## src/rtl/mapper_pkg.sv

```systemverilog
package mapper_pkg;

    localparam int PAGE_W     = 5;                 // 16KB page number width
    localparam int OFS_W      = 14;                // offset within a 16KB page
    localparam int PHYS_W     = PAGE_W + OFS_W;    // physical byte address width
    localparam int UNIT_W     = PHYS_W - 13;       // 8KB image index width
    localparam int ROM_AW     = 10;                // on-chip ROM address width
    localparam int BASE_SLOTS = 4;                 // base RAM pages
    localparam int NUM_SLOTS  = 24;                // base + extended RAM pages
    localparam int EXT_SHIFT  = 8;                 // extended slot s lives at page s+8
    localparam int OS_UNIT    = 16;                // 8KB unit holding the OS image
    localparam int ROM_UNIT0  = 8;                 // 8KB unit of ROM image 0
    localparam logic [3:0] WIN_SRAM_PG  = 4'd14;
    localparam logic [3:0] WIN_FLASH_PG = 4'd15;

    typedef enum logic [1:0] {
        TGT_NONE,
        TGT_SRAM,
        TGT_FLASH,
        TGT_ROM
    } tgt_e;

    typedef struct packed {
        logic       all_ram;
        logic [2:0] rom_sel;
        logic [3:0] page;
    } ctrl_t;

    typedef struct packed {
        tgt_e              tgt;
        logic [PHYS_W-1:0] addr;
    } route_t;

    function automatic route_t no_route();
        route_t r;
        r.tgt  = TGT_NONE;
        r.addr = '0;
        return r;
    endfunction

    function automatic route_t page_route(tgt_e t, logic [PAGE_W-1:0] pg,
                                          logic [OFS_W-1:0] ofs);
        route_t r;
        r.tgt  = t;
        r.addr = {pg, ofs};
        return r;
    endfunction

    // Slot list: base pages first, then the extended pages above the ROM area.
    function automatic route_t slot_route(int unsigned slot, logic [OFS_W-1:0] ofs);
        if (slot < BASE_SLOTS)
            return page_route(TGT_SRAM, PAGE_W'(slot), ofs);
        else if (slot < NUM_SLOTS)
            return page_route(TGT_SRAM, PAGE_W'(slot + EXT_SHIFT), ofs);
        else
            return no_route();
    endfunction

    function automatic route_t unit_route(int unsigned unit, logic [12:0] ofs);
        route_t r;
        r.tgt  = TGT_SRAM;
        r.addr = {UNIT_W'(unit), ofs};
        return r;
    endfunction

endpackage

```

## src/rtl/mapper_regs.sv

```systemverilog
module mapper_regs
    import mapper_pkg::*;
#(
    parameter logic [7:0] CTRL_PORT  = 8'h00,
    parameter logic [7:0] WIN1_PORT  = 8'hD0,
    parameter logic [7:0] WIN2_PORT  = 8'hD1,
    parameter logic [7:0] CTRL_RESET = 8'h8F
) (
    input  logic              clk,
    input  logic              rst,
    input  logic              io_wr,
    input  logic [7:0]        io_addr,
    input  logic [7:0]        io_wdata,
    output ctrl_t             ctrl,
    output logic [PAGE_W-1:0] win1,
    output logic [PAGE_W-1:0] win2,
    output logic [7:0]        io_rdata
);

    localparam int NUM_WIN = 2;
    localparam logic [7:0] WIN_PORTS [NUM_WIN] = '{WIN1_PORT, WIN2_PORT};

    ctrl_t             ctrl_q;
    logic [PAGE_W-1:0] win_q [NUM_WIN];

    always_ff @(posedge clk) begin
        if (rst)
            ctrl_q <= ctrl_t'(CTRL_RESET);
        else if (io_wr && io_addr == CTRL_PORT)
            ctrl_q <= ctrl_t'(io_wdata);
    end

    for (genvar w = 0; w < NUM_WIN; w++) begin : g_win
        always_ff @(posedge clk) begin
            if (rst)
                win_q[w] <= '0;
            else if (io_wr && io_addr == WIN_PORTS[w])
                win_q[w] <= io_wdata[PAGE_W-1:0];
        end

        p_win_load_r3: assert property (@(posedge clk) disable iff (rst)
            (io_wr && io_addr == WIN_PORTS[w]) |=> (win_q[w] == $past(io_wdata[PAGE_W-1:0])));
        p_win_hold_r3: assert property (@(posedge clk) disable iff (rst)
            !(io_wr && io_addr == WIN_PORTS[w]) |=> $stable(win_q[w]));
    end

    assign ctrl = ctrl_q;
    assign win1 = win_q[0];
    assign win2 = win_q[1];

    always_comb begin
        if (io_addr == CTRL_PORT)
            io_rdata = ctrl_q;
        else if (io_addr == WIN1_PORT)
            io_rdata = {{(8-PAGE_W){1'b0}}, win_q[0]};
        else if (io_addr == WIN2_PORT)
            io_rdata = {{(8-PAGE_W){1'b0}}, win_q[1]};
        else
            io_rdata = 8'hFF;
    end

    p_ctrl_hold_r2: assert property (@(posedge clk) disable iff (rst)
        !(io_wr && io_addr == CTRL_PORT) |=> $stable(ctrl_q));

endmodule

```

## src/rtl/mapper_decode.sv

```systemverilog
module mapper_decode
    import mapper_pkg::*;
(
    input  ctrl_t             ctrl,
    input  logic [PAGE_W-1:0] win1,
    input  logic [PAGE_W-1:0] win2,
    input  logic [1:0]        region,
    input  logic [OFS_W-1:0]  ofs,
    output route_t            route
);

    int unsigned pn;
    logic        windowed;

    always_comb begin
        pn       = 32'(ctrl.page);
        windowed = (ctrl.page == WIN_SRAM_PG) || (ctrl.page == WIN_FLASH_PG);
        route    = no_route();
        case (region)
            2'd0: begin
                if (!ctrl.all_ram) begin
                    if (!ofs[13])
                        route = unit_route(OS_UNIT, ofs[12:0]);
                    else
                        route = unit_route(ROM_UNIT0 + 32'(ctrl.rom_sel), ofs[12:0]);
                end else if (ctrl.page == WIN_FLASH_PG) begin
                    route.tgt  = TGT_ROM;
                    route.addr = {{(PHYS_W-ROM_AW){1'b0}}, ofs[ROM_AW-1:0]};
                end else if (pn == 0) begin
                    route = slot_route(3, ofs);
                end else if (pn <= 7) begin
                    route = slot_route(3 * pn + 1, ofs);
                end
            end
            2'd1: begin
                if (windowed)
                    route = page_route(TGT_SRAM, win1, ofs);
                else if (!ctrl.all_ram && pn <= 11)
                    route = slot_route(2 * pn + 2, ofs);
                else if (ctrl.all_ram && pn == 0)
                    route = slot_route(2, ofs);
                else if (ctrl.all_ram && pn <= 7)
                    route = slot_route(3 * pn + 2, ofs);
            end
            2'd2: begin
                if (ctrl.page == WIN_FLASH_PG)
                    route = page_route(TGT_FLASH, win2, ofs);
                else if (ctrl.page == WIN_SRAM_PG)
                    route = page_route(TGT_SRAM, win2, ofs);
                else if (!ctrl.all_ram && pn <= 11)
                    route = slot_route(2 * pn + 1, ofs);
                else if (ctrl.all_ram && pn == 0)
                    route = slot_route(1, ofs);
                else if (ctrl.all_ram && pn <= 7)
                    route = slot_route(3 * pn + 3, ofs);
            end
            default: route = slot_route(0, ofs);
        endcase
    end

endmodule

```

## src/rtl/mapper_select.sv

```systemverilog
module mapper_select
    import mapper_pkg::*;
(
    input  tgt_e       tgt,
    input  logic [7:0] sram_rdata,
    input  logic [7:0] flash_rdata,
    input  logic [7:0] rom_rdata,
    output logic       sram_cs,
    output logic       flash_cs,
    output logic       rom_cs,
    output logic [7:0] cpu_rdata
);

    always_comb begin
        sram_cs   = (tgt == TGT_SRAM);
        flash_cs  = (tgt == TGT_FLASH);
        rom_cs    = (tgt == TGT_ROM);
        unique case (tgt)
            TGT_SRAM:  cpu_rdata = sram_rdata;
            TGT_FLASH: cpu_rdata = flash_rdata;
            TGT_ROM:   cpu_rdata = rom_rdata;
            default:   cpu_rdata = 8'hFF;
        endcase
    end

endmodule

```

## src/rtl/mem_page_mapper.sv

```systemverilog
module mem_page_mapper
    import mapper_pkg::*;
#(
    parameter logic [7:0] CTRL_PORT  = 8'h00,
    parameter logic [7:0] WIN1_PORT  = 8'hD0,
    parameter logic [7:0] WIN2_PORT  = 8'hD1,
    parameter logic [7:0] CTRL_RESET = 8'h8F
) (
    input  logic              clk,
    input  logic              rst,
    input  logic              io_wr,
    input  logic [7:0]        io_addr,
    input  logic [7:0]        io_wdata,
    output logic [7:0]        io_rdata,
    input  logic [15:0]       cpu_addr,
    output logic [7:0]        cpu_rdata,
    input  logic [7:0]        sram_rdata,
    input  logic [7:0]        flash_rdata,
    input  logic [7:0]        rom_rdata,
    output logic [PHYS_W-1:0] phys_addr,
    output logic              sram_cs,
    output logic              flash_cs,
    output logic              rom_cs,
    output logic              flash_visible
);

    ctrl_t             ctrl;
    logic [PAGE_W-1:0] win1;
    logic [PAGE_W-1:0] win2;
    route_t            route;

    mapper_regs #(
        .CTRL_PORT (CTRL_PORT),
        .WIN1_PORT (WIN1_PORT),
        .WIN2_PORT (WIN2_PORT),
        .CTRL_RESET(CTRL_RESET)
    ) u_regs (
        .clk     (clk),
        .rst     (rst),
        .io_wr   (io_wr),
        .io_addr (io_addr),
        .io_wdata(io_wdata),
        .ctrl    (ctrl),
        .win1    (win1),
        .win2    (win2),
        .io_rdata(io_rdata)
    );

    mapper_decode u_decode (
        .ctrl  (ctrl),
        .win1  (win1),
        .win2  (win2),
        .region(cpu_addr[15:14]),
        .ofs   (cpu_addr[OFS_W-1:0]),
        .route (route)
    );

    mapper_select u_select (
        .tgt        (route.tgt),
        .sram_rdata (sram_rdata),
        .flash_rdata(flash_rdata),
        .rom_rdata  (rom_rdata),
        .sram_cs    (sram_cs),
        .flash_cs   (flash_cs),
        .rom_cs     (rom_cs),
        .cpu_rdata  (cpu_rdata)
    );

    assign phys_addr     = route.addr;
    assign flash_visible = (ctrl.page == WIN_FLASH_PG);

    p_one_select_r12: assert property (@(posedge clk) disable iff (rst)
        $onehot0({sram_cs, flash_cs, rom_cs}));
    p_flash_flag_r12: assert property (@(posedge clk) disable iff (rst)
        flash_cs |-> flash_visible);
    p_common_page_r4: assert property (@(posedge clk) disable iff (rst)
        (cpu_addr[15:14] == 2'b11) |-> (sram_cs && phys_addr[PHYS_W-1:OFS_W] == '0));
    p_rom_low_r9: assert property (@(posedge clk) disable iff (rst)
        rom_cs |-> (cpu_addr[15:14] == 2'b00 && flash_visible));
    p_empty_ff_r10: assert property (@(posedge clk) disable iff (rst)
        !(sram_cs || flash_cs || rom_cs) |-> (cpu_rdata == 8'hFF));

endmodule

```

## config.mk

```make
export PLATFORM = sky130hd
export DESIGN_NAME = mem_page_mapper
export DESIGN_NICKNAME = d
export VERILOG_FILES = /design/src/rtl/mapper_pkg.sv /design/src/rtl/mapper_regs.sv /design/src/rtl/mapper_decode.sv /design/src/rtl/mapper_select.sv /design/src/rtl/mem_page_mapper.sv
export SDC_FILE = /design/constraint.sdc
export NUM_CORES = 1
export LEC_CHECK = 0
export BUFFER_PORTS_ARGS = -buffer_cell sky130_fd_sc_hd__clkbuf_2
export CAP_MARGIN = 20
export CORE_AREA = 2 2 82 84
export CTS_BUF_LIST = sky130_fd_sc_hd__clkbuf_4
export DETAILED_ROUTE_END_ITERATION = 10
export DIE_AREA = 0 0 84 86
export PLACE_DENSITY = 0.78
export SYNTH_ARGS = -nofsm -noshare
export SYNTH_HDL_FRONTEND = slang
export SYNTH_HIERARCHICAL = 1
export SYNTH_SLANG_ARGS = --single-unit
```

## constraint.sdc

```tcl
create_clock -name clk -period 3.7 [get_ports clk]
set_input_delay 0.37 -clock clk [delete_from_list [all_inputs] [get_ports clk]]
set_output_delay 0.37 -clock clk [all_outputs]
set_load 0.01 [all_outputs]
```

==> impl_metrics.toml, run 1 <==
[run_status]
status = "complete, but fails checks"
violations = "negative setup slack"

[floorplan]
initial_core_util = 0.477
die_w_um = 84
design.die.area_mm2 = 0.00722
die_h_um = 86
ios = 98
core-area_mm2 = 0.00628
rows = 29

[critical_path]
cp-end-kind = "primary output"
critPathLaunchType = "flip-flop"
cp_data_required_time_ns = 3.33
path_max_fanout = 6
cp.arrival_ns = 3.83
critical_path_class = "reg2out"

[clock_network]
cts_max_level = 1
worstSkewPairLatency_ns = 0.28
path_clk_slew_ns = 0.09
numCtsBuffers = 3
clk_path_buf_depth = 2
clock_sinks = 18
cts_hold_buf = 0
cts_tree = "done"
cts_root_buffer = "clkbuf_4"

[route]
first_pass_iters = 6
routedWlPerCell_um = 19.5
ant_nets = 0
drtIter0Drc = 407
vias = 3700
drt-total-wl_mm = 11.8
drc = 0
vias_per_cell = 6.14

[finish]
fin_cells = 603
multi_input_area_mm2 = 0.00290
final_nets = 609
fin_area_mm2 = 0.00482
drive_gt1_frac = 0.559
seq_area_um2 = 470
insertedDiodeCount = 0
fill_cells = 385
final_util = 0.768
area_growth_pct = 61.1

[yosys]
seq_area_frac_synth = 0.154
syn_nets = 452
synth-xor-area-share = 0.0698
synth_edf_count = 10
synth_compound_area_frac = 0.287
yosysUniqueCellTypes = 73
post_synth_and_or_nand_nor_area_fraction = 0.216
synth_fa_ha_area_frac = 0.0987
synthFlopType = "edfxtp_1"
syn_avg_cell_area_um2 = 8.09
syn-cell-area_mm2 = 0.00299
synth_top_family_by_area = "compound AO/OA/AOI/OAI gates"
syn_inst = 370
synth_warnings = 6
async_flop_share = 0
muxShareOfSynthArea = 0.0798
synth.ff_latch_count = 18

[sta]
holdWs_ns = 0.331
finalSetupViolCount = 30
tightest_slew_ns = 0.580
rsz0062_at_grt = "true"
clock_skew_ns = 0
clock.fmax_mhz = 238
relSlewSlack = 0.610
hold_viol = 0
slew_viol_final = 0
fin_tns_setup_ns = -10.64
min_period_ns = 4.20
period_share = 1.14
fin_ws_ns = -0.500

[placement]
place_congestion = 1.02
placedCellCount = 575
dp_slack_ns = -0.238
portBuffers = 97
post_dp_cell_area_mm2 = 0.00396
hpwl_mm = 7.76

[power]
total_power_mw = 0.550
cellPowerDensity_mw_per_mm2 = 114
peakVddDrop_mv = 0.186
leakagePower_nw = 2.02

[global_routing]
grt_pass1_wl_mm = 16.3
antenna_found_initial = 0
grt_max_degree = 20
grt_overflow = 0
grtUsageTotal = 0.276
grt_pass1_vias = 3369

[flow_run]
cap_violations = 0

[hold_path]
hp-class = "in2reg"
==> sequential cells by signal, summed over array words and instances (netlist names) <==
register      count
u_regs/ctrl       8
u_regs/win_q     10
==> cells in the final DEF (no fill, tap or decap), types with 5 or more instances in the layout <==
cell and instances:
xnor2_1 6, buf_6 23, nand3b_1 6, clkbuf_2 72, mux2i_1 15, a21oi_1 8
nor2_1 39, nand2b_1 7, a2bb2oi_2 8, ha_4 10, edfxtp_1 10, o211ai_1 5
inv_1 27, nand2_1 32, buf_4 61, a31oi_1 10, o21ai_0 13, ha_1 10
nand3_1 7, o221a_2 5, buf_2 18, a31oi_4 10
==> critical path: stages, from the launching register on <==
cell and delay (ns):
dfxtp_4 0.40, clkinvlp_4 0.15, ha_4 0.30, buf_4 0.14
xor2_4 0.24, nand2_1 0.12, nor2_2 0.17, xnor2_2 0.13
inv_1 0.06, ha_2 0.19, or2b_4 0.20, o2111ai_4 0.13
a21oi_2 0.19, a211oi_2 0.07, o311ai_4 0.34, buf_6 0.21
mux2i_1 0.25, a2bb2oi_2 0.09, buf_2 0.15
==> layer usage <==
layer	share of wire	GRT usage
met3	0.073	0.0241
met1	0.36	0.316
met2	0.52	0.545
met4	0.052	0.0777
met5	0	0
==> kinds of logic (layout without fill, tap and decap cells) <==
logic type,after synthesis,count (layout)
simple gates,125,125
compound gates,108,108
buf+inv,56,212
fa+ha+maj,23,23
mux,23,23
flops,18,18
xor+xnor,17,17
==> synth_stat cells, drive strengths merged, types with 10 or more instances <==
master  count  area, µm²
buf        13        103
nand2      37        139
clkbuf     11       61.3
ha         22        275
edfxtp     10        300
a21oi      12       78.8
nor2       41        154
mux2i      19        194
inv        32        120
nand3      10       55.1
a31oi      21        156
o21ai      21        113
==> power breakdown <==
part / internal (mW) / switching, mW / leakage (nW)
combinational: 0.118 / 0.120 / 1.84
clock: 0.0391 / 0.0545 / 0.0154
sequential: 0.215 / 0.00389 / 0.158
==> path summary, 6_finish.rpt <==
| kind | startpoint | end | slack [ns] | cells after the start |
|---|---|---|---|---|
| min | io_wdata[5] | u_regs/ctrl[5] | 0.33 | 3 |
| max | u_regs/ctrl[2] | cpu_rdata[0] | -0.50 | 18 |
| max reg2reg | u_regs/ctrl[0] | u_regs/ctrl[0] | 2.70 | 4 |
| min reg2reg | u_regs/ctrl[4] | u_regs/ctrl[4] | 0.52 | 2 |
==> what timing repair did <==
item / in CTS / in global routing
setup buffers: 12 / 14
cloned: 1 / 0
setup endpoints to repair: 30 / 30
pin swaps: 23 / 39
resized for setup: 62 / 83
==> final cells by class <==
cell class,count,area share
well taps,77,0.0200
multi-input cells,296,0.602
inverters,32,0.0262
clock inverters,1,0.000779
flip-flops and latches,18,0.0976
clock buffers,3,0.00467
repair buffers,176,0.248
Note: power is estimated with default switching activity, not from simulation.
==> run 2, diff against run 1 <==
--- a/config.mk
+++ b/config.mk
@@ -5,13 +5,15 @@
 export SDC_FILE = /design/constraint.sdc
 export NUM_CORES = 1
 export LEC_CHECK = 0
+export ABC_AREA = 1
 export BUFFER_PORTS_ARGS = -buffer_cell sky130_fd_sc_hd__clkbuf_2
 export CAP_MARGIN = 20
-export CORE_AREA = 2 2 82 84
+export CORE_AREA = 2 2 83 85
 export CTS_BUF_LIST = sky130_fd_sc_hd__clkbuf_4
 export DETAILED_ROUTE_END_ITERATION = 10
-export DIE_AREA = 0 0 84 86
-export PLACE_DENSITY = 0.78
+export DIE_AREA = 0 0 85 87
+export GPL_TIMING_DRIVEN = 0
+export PLACE_DENSITY = 0.77
 export SYNTH_ARGS = -nofsm -noshare
 export SYNTH_HDL_FRONTEND = slang
 export SYNTH_HIERARCHICAL = 1
==> run 2 against run 1 <==
  * The flow still finishes with violations (negative setup slack)
  * Non-clock buffer count shrank 29
  * Critical endpoint is now cpu_rdata[4]
  * Highest routed layer unchanged
  * Count of clock-buffer cells in the layout grew 1
  * Cell area shrank 8.3%
  * Fmax grew 6.0%
  * First-iteration DRC count shrank 35%
  * Critical path depth grew 2
==> impl_metrics.toml, run 2 <==
[yosys]
syn_inst = 492
synth_fa_ha_area_frac = 0.0980
synth_top_family_by_area = "simple AND/OR/NAND/NOR gates"
async_flop_share = 0
synthFlopType = "edfxtp_1"
synth_top_area_cell = "nand2_1"
post-synth-top-count-cell = "nand2_1"
synth-xor-area-share = 0.0232
post_synth_and_or_nand_nor_area_fraction = 0.483
syn_nets = 574
muxShareOfSynthArea = 0
synth_warnings = 6
synth_top_area_share = 0.177
syn_avg_cell_area_um2 = 6.13
synth.ff_latch_count = 18
yosysUniqueCellTypes = 37
synth_compound_area_frac = 0.110
syn-cell-area_mm2 = 0.00301
synthTopCellsByArea = "nand2_1 18%, nand3_1 11%, edfxtp_1 10%"
synth_edf_count = 10
seq_area_frac_synth = 0.153
ys_top_cells_by_count = "142 x nand2_1, 75 x inv_1, 68 x nand3_1"

[clock_network]
cts_max_level = 1
cts_hold_buf = 0
clock_sinks = 18
clk_path_buf_depth = 2
numCtsBuffers = 3
cts_root_buffer = "clkbuf_4"
path_clk_slew_ns = 0.09
worstSkewPairLatency_ns = 0.29
cts_tree = "done"

[sta]
relSlewSlack = 0.533
tightest_slew_ns = 0.693
clock_skew_ns = 0
clock.fmax_mhz = 252
finalSetupViolCount = 28
rsz0062_at_grt = "true"
min_period_ns = 3.96
fin_ws_ns = -0.262
slew_viol_final = 0
fin_tns_setup_ns = -3.59
hold_viol = 0
period_share = 1.07

[finish]
area_growth_pct = 46.7
fin_area_mm2 = 0.00442
final_nets = 716
fin_cells = 713
mostFrequentLayoutCell = "nand2_1"
top_register = "u_regs/win_q"
drive_gt1_frac = 0.414
insertedDiodeCount = 0
final_cell_mix = "131 x nand2_1, 74 x clkbuf_2, 68 x inv_1"
final_util = 0.673
largest_reg_flops = 10

[global_routing]
antenna_found_initial = 0
grt_max_degree = 12
grt_overflow = 0
grt_pass1_wl_mm = 14.9
grt_pass1_vias = 3439
grtUsageTotal = 0.242

[placement]
portBuffers = 97
post_dp_cell_area_mm2 = 0.00360
placedCellCount = 669
dp_slack_ns = -0.531
place_congestion = 0.940
hpwl_mm = 6.90

[route]
ant_nets = 0
drtIter0Drc = 263
drc = 0
vias_per_cell = 5.30
drt-total-wl_mm = 10.0
vias = 3777
first_pass_iters = 5
routedWlPerCell_um = 14.0

[hold_path]
hp-class = "in2reg"
min_from = "io_wdata[7]"

[power]
cellPowerDensity_mw_per_mm2 = 124
leakagePower_nw = 2.28
peakVddDrop_mv = 0.203

[critical_path]
critical_path_class = "reg2out"
r2r-start = "u_regs/ctrl[0]"
critPathLaunchType = "flip-flop"
path_max_fanout = 5
crit_path_start = "u_regs/ctrl[1]"
cp_data_required_time_ns = 3.33
cp-end-kind = "primary output"
cp.arrival_ns = 3.59

[run_status]
status = "complete, but fails checks"
violations = "negative setup slack"

[floorplan]
initial_core_util = 0.459
ios = 98
die_h_um = 87
rows = 30
core-area_mm2 = 0.00657
design.die.area_mm2 = 0.00740
die_w_um = 85

[flow_run]
cap_violations = 0
run 2: where the power goes:
part           internal, mW  switching, mW
Clock                0.0492         0.0537
Sequential            0.214        0.00392
Combinational         0.109          0.119
Total                 0.372          0.177
run 2: final cells by class:
class	instances	area, µm²
clock buffers	4	30.0
multi-input cells	382	2480
repair buffers	137	927
plain buffers	10	91.3
well taps	80	100
flip-flops and latches	18	475
fillers	535	2150
inverters	82	318
run 2: timing repair:
action                     in CTS  in global routing
setup buffers                  26                 12
hold endpoints to repair        0                  0
pin swaps                      24                 23
setup endpoints to repair      30                 30
resized for setup              52                 78
cloned                          2                  0
run 2: worst max-delay path, cell delays in order, from the launching register on:
cell      delay (ns)
dfxtp_4         0.39
ha_4            0.14
fa_2            0.46
buf_12          0.16
ha_4            0.17
buf_6           0.12
a21oi_4         0.18
xnor2_4         0.12
ha_2            0.18
nand2_1         0.09
nand2_2         0.08
a21oi_4         0.17
nand2_4         0.09
nand2_4         0.07
o211ai_1        0.10
nand2_2         0.17
inv_4           0.06
buf_6           0.13
o21bai_1        0.17
nand3_1         0.09
buf_2           0.15
run 2: metal layers:
metal / routed length, µm / up-vias / track usage
met5: 0 / - / 0
met4: 199 / 0 / 0.0491
met2: 5160 / 181 / 0.469
li1: - / 1850 / -
met1: 3890 / 1720 / 0.292
met3: 754 / 26 / 0.0190
run 2: logic make-up (layout without fill, tap and decap cells):
group	Yosys count	after routing
compound gates	54	54
xor+xnor	8	8
fa+ha+maj	23	23
buf+inv	92	233
flops	18	18
simple gates	297	297
run 2: worst paths after layout:
path                            slack (ns)             end  cells after the start
worst max-delay path                 -0.26    cpu_rdata[4]                     20
worst min-delay path                  0.33  u_regs/ctrl[7]                      3
worst max register to register        2.92  u_regs/ctrl[0]                      3
worst min register to register        0.56  u_regs/ctrl[2]                      2
run 2: metrics by stage:
step / hold WS (ns) / power, mW
floorplan: 0.474 / 0.332
global placement: 0.539 / 0.406
detailed placement: 0.562 / 0.409
CTS: 0.330 / 0.526
global route: 0.325 / 0.582
finish: 0.329 / 0.548
==> run 3, diff against run 2 <==
--- a/config.mk
+++ b/config.mk
@@ -6,14 +6,15 @@
 export NUM_CORES = 1
 export LEC_CHECK = 0
 export ABC_AREA = 1
-export BUFFER_PORTS_ARGS = -buffer_cell sky130_fd_sc_hd__clkbuf_2
 export CAP_MARGIN = 20
-export CORE_AREA = 2 2 83 85
+export CORE_AREA = 2 2 74 76
 export CTS_BUF_LIST = sky130_fd_sc_hd__clkbuf_4
 export DETAILED_ROUTE_END_ITERATION = 10
-export DIE_AREA = 0 0 85 87
+export DIE_AREA = 0 0 76 78
+export DONT_BUFFER_PORTS = 1
 export GPL_TIMING_DRIVEN = 0
-export PLACE_DENSITY = 0.77
+export PLACE_DENSITY = 0.78
+export SKIP_LAST_GASP = 1
 export SYNTH_ARGS = -nofsm -noshare
 export SYNTH_HDL_FRONTEND = slang
 export SYNTH_HIERARCHICAL = 1
==> run 3 against run 2 <==
  * The flow still finishes with violations (negative setup slack)
  * Non-clock buffer count is 103 lower
  * Combinational power is 23% lower
  * Register-to-register slack hardly changed
  * Clock skew stayed put
  * Count of clock-buffer cells in the layout stayed put
  * Routed wire length is 2.9% lower
  * Critical path type unchanged
  * Highest routed layer unchanged
==> impl_metrics.toml, run 3 (synthesis gave the netlist of run 2 again) <==
[clock_network]
cts_max_level = 1
cts_tree = "done"
worstSkewPairLatency_ns = 0.29
numCtsBuffers = 3
clock_sinks = 18
clk_path_buf_depth = 2
path_clk_slew_ns = 0.11
cts_hold_buf = 0
cts_root_buffer = "clkbuf_4"

[route]
first_pass_iters = 8
drtIter0Drc = 328
wl_met2_mm = 4.84
highest_layer = "met4"
drc = 0
vias = 3480
wl_met1_mm = 3.65
wl_met3_um = 833
vias_per_cell = 5.80
ant_nets = 0
routedWlPerCell_um = 16.2
drt-total-wl_mm = 9.71

[run_status]
violations = "negative setup slack"
status = "complete, but fails checks"

[finish]
area_growth_pct = 28.0
final_util = 0.765
top_register = "u_regs/win_q"
drive_gt1_frac = 0.317
largest_reg_flops = 10
final_nets = 613
insertedDiodeCount = 0
mostFrequentLayoutCell = "nand2_1"
final_cell_mix = "128 x nand2_1, 71 x inv_1, 49 x nand3_1"

[power]
peakVddDrop_mv = 0.177
total_power_mw = 0.502
cellPowerDensity_mw_per_mm2 = 130
leakagePower_nw = 1.89

[hold_path]
hp-class = "in2reg"
hold_path_end = "u_regs/ctrl[7]"
min_path_cells = 2
min_from = "io_wdata[7]"

[critical_path]
path_max_fanout = 6
cp_top_family = "adder cells"
rr_endpoint = "u_regs/ctrl[0]"
cpPeakStageDelay_ns = 0.53
critPathLaunchType = "flip-flop"
r2r_slack_ns = 2.91
r2r_cells = 3
cp_data_required_time_ns = 3.33
critPathBufInv = 3
crit_slowest_cell = "fa_2"
cp-end-kind = "primary output"
crit_chain = "ha_4, fa_2, ha_4, buf_12, a21oi_4, xnor2_4, ha_2, nand2_1, nand2_2, a21oi_4, nand2_4, nand2_4, o211ai_1, nand2_2, inv_4, buf_6, nand3_1, nand3_2"
cp.arrival_ns = 3.63
critical_path_class = "reg2out"
r2r-start = "u_regs/ctrl[0]"

[flow_run]
cap_violations = 0

[sta]
clock.fmax_mhz = 250
tightest_slew_ns = 0.738
finalSetupViolCount = 27
fin_ws_ns = -0.299
min_period_ns = 4.00
rsz0062_at_grt = "true"
relSlewSlack = 0.503
slew_viol_final = 0
period_share = 1.08
hold_viol = 0
clock_skew_ns = 0

[floorplan]
die_w_um = 76
design.die.area_mm2 = 0.00593
die_h_um = 78
initial_core_util = 0.598
ios = 98
rows = 26
core-area_mm2 = 0.00504

[placement]
hpwl_mm = 6.38
dp_slack_ns = -0.513
place_congestion = 0.933
portBuffers = 0

[global_routing]
antenna_found_initial = 0
grt_max_degree = 12
grt_pass1_wl_mm = 14.8
grtUsageTotal = 0.299
grt_overflow = 0
grt_pass1_vias = 3225
run 3: changes by cell type in the layout (fill, tap and decap cells not counted), sizes merged:
| cell | before | now |
|---|---|---|
| clkbuf | 80 | 6 |
| buf | 71 | 42 |
| clkinvlp | 2 | 0 |
| inv | 80 | 82 |
run 3: per-stage QoR:
step	instance area (µm²)	hold slack, ns	std cells	TNS, ns
after global routing	3860	0.215	600	-8.02
final	3860	0.238	600	-4.19
after detailed placement	3100	0.534	562	-9.99
after floorplan	3010	0.474	492	0
after global placement	3100	0.527	562	-8.23
after CTS	3600	0.222	596	-1.12
run 3: worst max path at each step:
stage / start / endpoint / depth (start not counted)
after floorplan: u_regs/ctrl[1] / cpu_rdata[6] / 16
after global placement: u_regs/ctrl[0] / cpu_rdata[6] / 17
after detailed placement: u_regs/ctrl[0] / cpu_rdata[7] / 17
after CTS: u_regs/ctrl[0] / cpu_rdata[3] / 18
after global routing: u_regs/ctrl[0] / cpu_rdata[2] / 17
final: u_regs/ctrl[0] / cpu_rdata[2] / 18
run 3: power breakdown:
group	leakage (nW)	internal, mW	total, mW	switching [mW]
Clock	0.0184	0.0492	0.109	0.0602
Combinational	1.71	0.0685	0.176	0.107
Sequential	0.159	0.213	0.217	0.00355
run 3: repair_timing:
item / CTS / global route
endpoints found under the setup margin: 30 / 30
pin swaps: 26 / 29
setup buffers: 30 / 4
resized for setup: 57 / 44
gates cloned: 1 / 0
run 3: final cells by class:
type                            instances  area (µm²)
Tap cell                               70        87.6
Buffer                                  9        71.3
Fill cell                             363        1180
Sequential cell                        18         475
Timing Repair Buffer                   35         323
Clock buffer                            4        30.0
Inverter                               82         313
Multi-Input combinational cell        382        2560
run 3: layer usage:
layer / vias to the layer above / GRT usage
met2: 216 / 0.541
met1: 1583 / 0.366
met4: 0 / 0.0909
met3: 37 / 0.0477
met5: - / 0
li1: 1644 / -
